$ cat src/rtl/fpm_pkg.sv
package fpm_pkg;
  function automatic int unsigned fpm_bias(input int unsigned ew);
    return (32'd1 << (ew - 1)) - 32'd1;
  endfunction
endpackage

$ cat src/rtl/fpm_unpack.sv
module fpm_unpack #(
  parameter int unsigned EXP_W = 5,
  parameter int unsigned MAN_W = 7,
  localparam int unsigned W  = 1 + EXP_W + MAN_W,
  localparam int unsigned XW = EXP_W + 2
) (
  input  logic             clk_i,
  input  logic             rst_ni,
  input  logic             valid_i,
  input  logic             exc_i,
  input  logic [W-1:0]     op_a_i,
  input  logic [W-1:0]     op_b_i,
  output logic             vld_o,
  output logic             exc_o,
  output logic             sign_o,
  output logic             zero_o,
  output logic [XW-1:0]    exp_o,
  output logic [MAN_W-1:0] man_a_o,
  output logic [MAN_W-1:0] man_b_o
);
  localparam int unsigned   BIAS = fpm_pkg::fpm_bias(EXP_W);
  localparam logic [XW-1:0] OFS  = XW'(BIAS + 1);

  logic [EXP_W-1:0] ea, eb;
  logic [MAN_W-1:0] ma, mb;
  logic [XW-1:0]    exp_d;
  logic             zero_d, sign_d;

  assign ea = op_a_i[MAN_W +: EXP_W];
  assign eb = op_b_i[MAN_W +: EXP_W];
  assign ma = op_a_i[MAN_W-1:0];
  assign mb = op_b_i[MAN_W-1:0];

  always_comb begin
    sign_d = op_a_i[W-1] ^ op_b_i[W-1];
    zero_d = ~ma[MAN_W-1] | ~mb[MAN_W-1];
    // two spare bits: one for overflow, one for sign
    exp_d  = XW'(ea) + XW'(eb) - OFS;
  end

  always_ff @(posedge clk_i or negedge rst_ni) begin
    if (!rst_ni) begin
      vld_o   <= 1'b0;
      exc_o   <= 1'b0;
      sign_o  <= 1'b0;
      zero_o  <= 1'b0;
      exp_o   <= '0;
      man_a_o <= '0;
      man_b_o <= '0;
    end else begin
      vld_o <= valid_i;
      if (valid_i) begin
        exc_o   <= exc_i;
        sign_o  <= sign_d;
        zero_o  <= zero_d;
        exp_o   <= exp_d;
        man_a_o <= ma;
        man_b_o <= mb;
      end
    end
  end
endmodule

$ cat src/rtl/fpm_mant_mult.sv
module fpm_mant_mult #(
  parameter int unsigned EXP_W = 5,
  parameter int unsigned MAN_W = 7,
  localparam int unsigned XW = EXP_W + 2,
  localparam int unsigned PW = 2 * MAN_W
) (
  input  logic             clk_i,
  input  logic             rst_ni,
  input  logic             vld_i,
  input  logic             exc_i,
  input  logic             sign_i,
  input  logic             zero_i,
  input  logic [XW-1:0]    exp_i,
  input  logic [MAN_W-1:0] man_a_i,
  input  logic [MAN_W-1:0] man_b_i,
  output logic             vld_o,
  output logic             exc_o,
  output logic             sign_o,
  output logic             zero_o,
  output logic [XW-1:0]    exp_o,
  output logic [PW-1:0]    prod_o
);
  logic [PW-1:0] prod_d;

  assign prod_d = PW'(man_a_i) * PW'(man_b_i);

  always_ff @(posedge clk_i or negedge rst_ni) begin
    if (!rst_ni) begin
      vld_o  <= 1'b0;
      exc_o  <= 1'b0;
      sign_o <= 1'b0;
      zero_o <= 1'b0;
      exp_o  <= '0;
      prod_o <= '0;
    end else begin
      vld_o <= vld_i;
      if (vld_i) begin
        exc_o  <= exc_i;
        sign_o <= sign_i;
        zero_o <= zero_i;
        exp_o  <= exp_i;
        prod_o <= prod_d;
      end
    end
  end
endmodule

$ cat src/rtl/fpm_norm_sel.sv
module fpm_norm_sel #(
  parameter int unsigned EXP_W = 5,
  parameter int unsigned MAN_W = 7,
  localparam int unsigned W  = 1 + EXP_W + MAN_W,
  localparam int unsigned XW = EXP_W + 2,
  localparam int unsigned PW = 2 * MAN_W
) (
  input  logic          clk_i,
  input  logic          rst_ni,
  input  logic          vld_i,
  input  logic          exc_i,
  input  logic          sign_i,
  input  logic          zero_i,
  input  logic [XW-1:0] exp_i,
  input  logic [PW-1:0] prod_i,
  output logic [W-1:0]  res_o,
  output logic          sticky_o,
  output logic          exc_o,
  output logic          done_o
);
  logic             msb, neg, ovf, sticky_d;
  logic [XW-1:0]    t;
  logic [MAN_W-1:0] mant;
  logic [W-1:0]     res_d;
  logic             exc_d;

  always_comb begin
    msb = prod_i[PW-1];
    t   = exp_i + XW'(msb);
    neg = t[XW-1];
    ovf = ~t[XW-1] & t[XW-2];
    if (msb) begin
      mant     = prod_i[PW-1 -: MAN_W];
      sticky_d = |prod_i[MAN_W-1:0];
    end else begin
      mant     = prod_i[PW-2 -: MAN_W];
      sticky_d = |prod_i[MAN_W-2:0];
    end
    if (zero_i) begin
      res_d    = '0;
      sticky_d = 1'b0;
      exc_d    = exc_i;
    end else begin
      res_d = {sign_i, t[EXP_W-1:0], mant};
      exc_d = exc_i | neg | ovf;
    end
  end

  always_ff @(posedge clk_i or negedge rst_ni) begin
    if (!rst_ni) begin
      res_o    <= '0;
      sticky_o <= 1'b0;
      exc_o    <= 1'b0;
      done_o   <= 1'b0;
    end else begin
      done_o <= vld_i;
      if (vld_i) begin
        res_o    <= res_d;
        sticky_o <= sticky_d;
        exc_o    <= exc_d;
      end
    end
  end
endmodule

$ cat src/rtl/fpm_core.sv
module fpm_core #(
  parameter int unsigned EXP_W = 5,
  parameter int unsigned MAN_W = 7,
  localparam int unsigned W  = 1 + EXP_W + MAN_W,
  localparam int unsigned XW = EXP_W + 2,
  localparam int unsigned PW = 2 * MAN_W
) (
  input  logic         clk_i,
  input  logic         rst_ni,
  input  logic         valid_i,
  input  logic         exc_i,
  input  logic [W-1:0] op_a_i,
  input  logic [W-1:0] op_b_i,
  output logic [W-1:0] res_o,
  output logic         sticky_o,
  output logic         exc_o,
  output logic         done_o
);
  logic             s1_vld, s1_exc, s1_sign, s1_zero;
  logic [XW-1:0]    s1_exp;
  logic [MAN_W-1:0] s1_ma, s1_mb;
  logic             s2_vld, s2_exc, s2_sign, s2_zero;
  logic [XW-1:0]    s2_exp;
  logic [PW-1:0]    s2_prod;

  fpm_unpack #(.EXP_W(EXP_W), .MAN_W(MAN_W)) u_unpack (
    .clk_i, .rst_ni, .valid_i, .exc_i, .op_a_i, .op_b_i,
    .vld_o(s1_vld), .exc_o(s1_exc), .sign_o(s1_sign), .zero_o(s1_zero),
    .exp_o(s1_exp), .man_a_o(s1_ma), .man_b_o(s1_mb)
  );

  fpm_mant_mult #(.EXP_W(EXP_W), .MAN_W(MAN_W)) u_mult (
    .clk_i, .rst_ni,
    .vld_i(s1_vld), .exc_i(s1_exc), .sign_i(s1_sign), .zero_i(s1_zero),
    .exp_i(s1_exp), .man_a_i(s1_ma), .man_b_i(s1_mb),
    .vld_o(s2_vld), .exc_o(s2_exc), .sign_o(s2_sign), .zero_o(s2_zero),
    .exp_o(s2_exp), .prod_o(s2_prod)
  );

  fpm_norm_sel #(.EXP_W(EXP_W), .MAN_W(MAN_W)) u_norm (
    .clk_i, .rst_ni,
    .vld_i(s2_vld), .exc_i(s2_exc), .sign_i(s2_sign), .zero_i(s2_zero),
    .exp_i(s2_exp), .prod_i(s2_prod),
    .res_o, .sticky_o, .exc_o, .done_o
  );
endmodule

$ cat config.mk
export PLATFORM = sky130hd
export DESIGN_NAME = fpm_core
export DESIGN_NICKNAME = d
export VERILOG_FILES = /design/src/rtl/fpm_pkg.sv /design/src/rtl/fpm_unpack.sv /design/src/rtl/fpm_mant_mult.sv /design/src/rtl/fpm_norm_sel.sv /design/src/rtl/fpm_core.sv
export SDC_FILE = /design/constraint.sdc
export NUM_CORES = 1
export LEC_CHECK = 0
export BUFFER_PORTS_ARGS = -buffer_cell sky130_fd_sc_hd__buf_4
export CORE_MARGIN = 1.5
export CORE_UTILIZATION = 50
export DETAILED_ROUTE_END_ITERATION = 10
export PLACE_DENSITY = 0.69
export SKIP_CTS_REPAIR_TIMING = 1
export SYNTH_ARGS = -nofsm -noshare
export SYNTH_HDL_FRONTEND = slang
export SYNTH_SLANG_ARGS = --single-unit
$ cat constraint.sdc
create_clock -name clk_i -period 5.74 [get_ports clk_i]
set_clock_uncertainty 0.05 [all_clocks]
set_input_delay 0.861 -clock clk_i [delete_from_list [all_inputs] [get_ports clk_i]]
set_output_delay 0.861 -clock clk_i [all_outputs]
set_load 0.02 [all_outputs]
==> results by group <==
Yosys
  – Syn_area_per_cell: ~11 sq um
  – Yosys top cell by area: dfrtp_1
  – Synth top area cells: dfrtp_1 37%, fa_1 11%, ha_1 11%, mux2_2 8.8%, and2_1 5.3%
  – Synth Net Count: 502
  – Post-Syn Instances: a little over 400
  – Mapped Area: between 4000 and 5000 sq um
  – Yosys warns: 0
  – Register bit total from synthesis: 66
  – Netlist cell types: 47
  – Synth top area share: 0.371
  – Seq/Total Area, Yosys: 0.371

Final layout
  – Area grow syn2layout: 13.8%
  – ANT cells: 0
  – Fraction of layout cells with a size suffix above 1: 0.233
  – Layout Nets: around 550
  – Final cell count without fillers: roughly 560
  – Commonest cells after routing, fill and taps aside: 66 x dfrtp_1, 46 x buf_4, 42 x inv_1, 40 x ha_1, 38 x and2_1
  – Most common cell after layout, fill and taps aside: dfrtp_1
  – # fillers: about 770

Drt
  – Drt total wl: 7950 um
  – Post-route ant nets: 0
  – Via count: roughly 3000
  – Iteration-0 DRC Markers: between 100 and 150
  – Post-DR wirelength/cell: roughly 14 um
  – Pre-antenna DRT Iters: 4
  – DR DRC count: 0
  – Routed vias/inst: around 5.3

Critical path
  – CP arrival: between 4000 and 5000 ps
  – R2R Path End: u_mult.prod_o[9]
  – Critical path's top delay family: adder cells
  – Crit-path max FO: 8
  – Cell Chain, Critical Path: and2_1 > fa_1 > inv_1 > fa_1 > inv_1 > fa_1 > inv_1 > fa_1 > inv_1 > ha_1 > a21oi_1 > o211ai_2 > a21o_1 > a31o_2
  – CP startpoint kind: flop
  – Worst EP required: roughly 5900 ps
  – Worst path buffer plus inverter count: 4
  – Crit-path max cell delay: about 540 ps
  – Critical path type: flop to flop
  – Crit. End Element: flop
  – R2r setup slk: approximately 1500 ps
  – Worst path slowest cell: fa_1
  – Reg2reg start: u_unpack.man_a_o[3]
  – R2R depth: 14

CTS
  – H-tree depth: 3
  – Worst-case clock buffer depth: 2
  – CTS Sinks: 66
  – Clock latency on the worst-skew pair: ~350 ps
  – Clk pin slew, worst setup/hold paths: around 80 ps
  – TritonCTS clock tree: yes
  – Clk root buf: clkbuf_8
  – CTS Buf Count: 9

Global route
  – Vias in the first global route: around 3000
  – Initial antenna violation count: 0
  – Global-route wire length before repair: 14300 um
  – GRT overflow: 0
  – Pin count of the biggest net entering global routing: 67
  – GRT Resource Usage Total: 0.187

Floorplanning
  – Die area: 9490 sq um
  – Core Area: a little under 9000 sq um
  – Die W: about 97 um
  – Placement row count: 34
  – IO Pins: 46
  – Starting density of the core: 0.513
  – Die height: 97.4 um

Timing
  – Post-Route Setup TNS: 0 ps
  – Final setup viols: 0
  – Post-layout min period: 4240 ps
  – Final period util: 0.739
  – Worst slew margin relative to its limit: 0.446
  – Slew Limit Fails: 0
  – RSZ-0062 raised after global routing: false
  – Highest Clock Rate: about 240 MHz
  – Final Hold Vio Count: 0
  – Worst Max-Slew Pin Slew: 831 ps

Hold path
  – Worst hold stages: 2
  – Hold Crit Endpoint: u_mult.exc_o
  – Tightest Hold Check Type: flop to flop
  – Hold Startpoint: u_unpack.exc_o

Place
  – Placer Congestion: between 0.8 and 0.9
  – PortBufs: 45
  – Post-placement cell count: approximately 550
  – Detailed placement HPWL: 6100 um

Power and ir drop
  – Leakage: between 2 and 2.5 nW
  – Pwr Density: slightly above 400 nW/um^2
  – VDD IR-drop max: roughly 0.0002 V

Job
  – MaxCap Viol Count: 0

Outcome
  – Status: completed
synth_stat cells, drive strengths merged:
cell type	count
clkbuf	6
nor4	1
nor2b	5
dfrtp	66
nand3	6
o221a	1
xor2	3
and3	2
nor4bb	1
xnor2	8
and2	38
or3	2
a21o	5
a31oi	5
a211o	1
buf	8
nand4	4
nor3	1
a211oi	5
o21bai	2
nor2	10
or2	1
fa	25
mux2i	8
inv	42
o21a	2
a311o	1
a31o	1
o211ai	3
o311ai	1
mux2	35
o2111ai	1
nand2	19
a311oi	1
o21ai	13
ha	40
nor3b	1
o32a	1
o22ai	11
nand3b	4
nand2b	3
a21oi	14
worst max-delay path by stage:
stage	end	start	cells past startpoint
after floorplan	u_mult.prod_o[9]	u_unpack.man_b_o[3]	14
after global placement	u_mult.prod_o[9]	u_unpack.man_b_o[3]	14
after detailed placement	u_mult.prod_o[9]	u_unpack.man_a_o[3]	14
after CTS	u_mult.prod_o[9]	u_unpack.man_a_o[3]	14
after global routing	u_mult.prod_o[9]	u_unpack.man_b_o[3]	14
final	u_mult.prod_o[9]	u_unpack.man_a_o[3]	14
worst reg2reg max path: cells and delay by family (launching register included):
kind                     cells  cell delay (ps)
flip-flops                   1              450
buffers and inverters        4              210
AO/OA/AOI/OAI                4              860
AND/OR/NAND/NOR              1              200
adder cells (fa/ha/maj)      5             2390
final cells by class:
| type | instances | area (sq um) | share of cell area |
|---|---|---|---|
| inverter | 42 | 158 | 0.0311 |
| tap | 108 | 135 | 0.0267 |
| clock inverter | 6 | 67.6 | 0.0133 |
| sequential | 66 | 1650 | 0.326 |
| multi-input combinational | 285 | 2580 | 0.510 |
| timing repair buffer | 46 | 345 | 0.0681 |
| clock buffer | 10 | 128 | 0.0252 |
state kept, by name, indices dropped and copies added (netlist names):
| signal | flops |
|---|---|
| u_norm.done_o | 1 |
| u_norm.res_o | 13 |
| u_mult.sign_o | 1 |
| u_mult.exc_o | 1 |
| u_unpack.exc_o | 1 |
| u_mult.exp_o | 7 |
| u_unpack.zero_o | 1 |
| u_mult.vld_o | 1 |
| u_unpack.vld_o | 1 |
| u_norm.sticky_o | 1 |
| u_mult.prod_o | 14 |
| u_unpack.man_a_o | 7 |
| u_norm.exc_o | 1 |
| u_unpack.man_b_o | 7 |
| u_unpack.exp_o | 7 |
| u_unpack.sign_o | 1 |
| u_mult.zero_o | 1 |
power by group:
part	switching, mW	internal [mW]	total (mW)
Combinational	0.544	0.451	0.995
Sequential	0.0896	0.568	0.658
Clock	0.184	0.201	0.386
Total	0.818	1.22	2.04
per-layer routing:
layer  track usage  part of all wire
met5             0                 0
met4        0.0714             0.016
met3        0.0417             0.032
met2         0.282              0.46
met1         0.264              0.50
cell families (layout without fill, tap and decap cells):
group	count (synthesis)	in the layout	share of synthesized area
AND/OR/NAND/NOR	98	98	0.123
AO/OA/AOI/OAI	68	68	0.104
flip-flops	66	66	0.371
adder cells (fa/ha/maj)	65	65	0.225
buffers and inverters	56	104	0.0494
multiplexers	43	43	0.106
XOR/XNOR	11	11	0.0216
metrics by stage:
| stage | util | total power, mW | hold WS [ps] | cell area (sq um) | setup WS [ps] |
|---|---|---|---|---|---|
| after detailed placement | 0.562 | 1.66 | 434 | 4870 | 1490 |
| after CTS | 0.584 | 2.06 | 452 | 5070 | 1490 |
| final | 0.584 | 2.04 | 447 | 5070 | 1500 |
| after global routing | 0.584 | 2.23 | 471 | 5070 | 1290 |
| after floorplan | - | 1.43 | 323 | 4460 | 1700 |
| after global placement | 0.562 | 1.63 | 435 | 4870 | 1580 |
(Power assumes the default switching activity.)
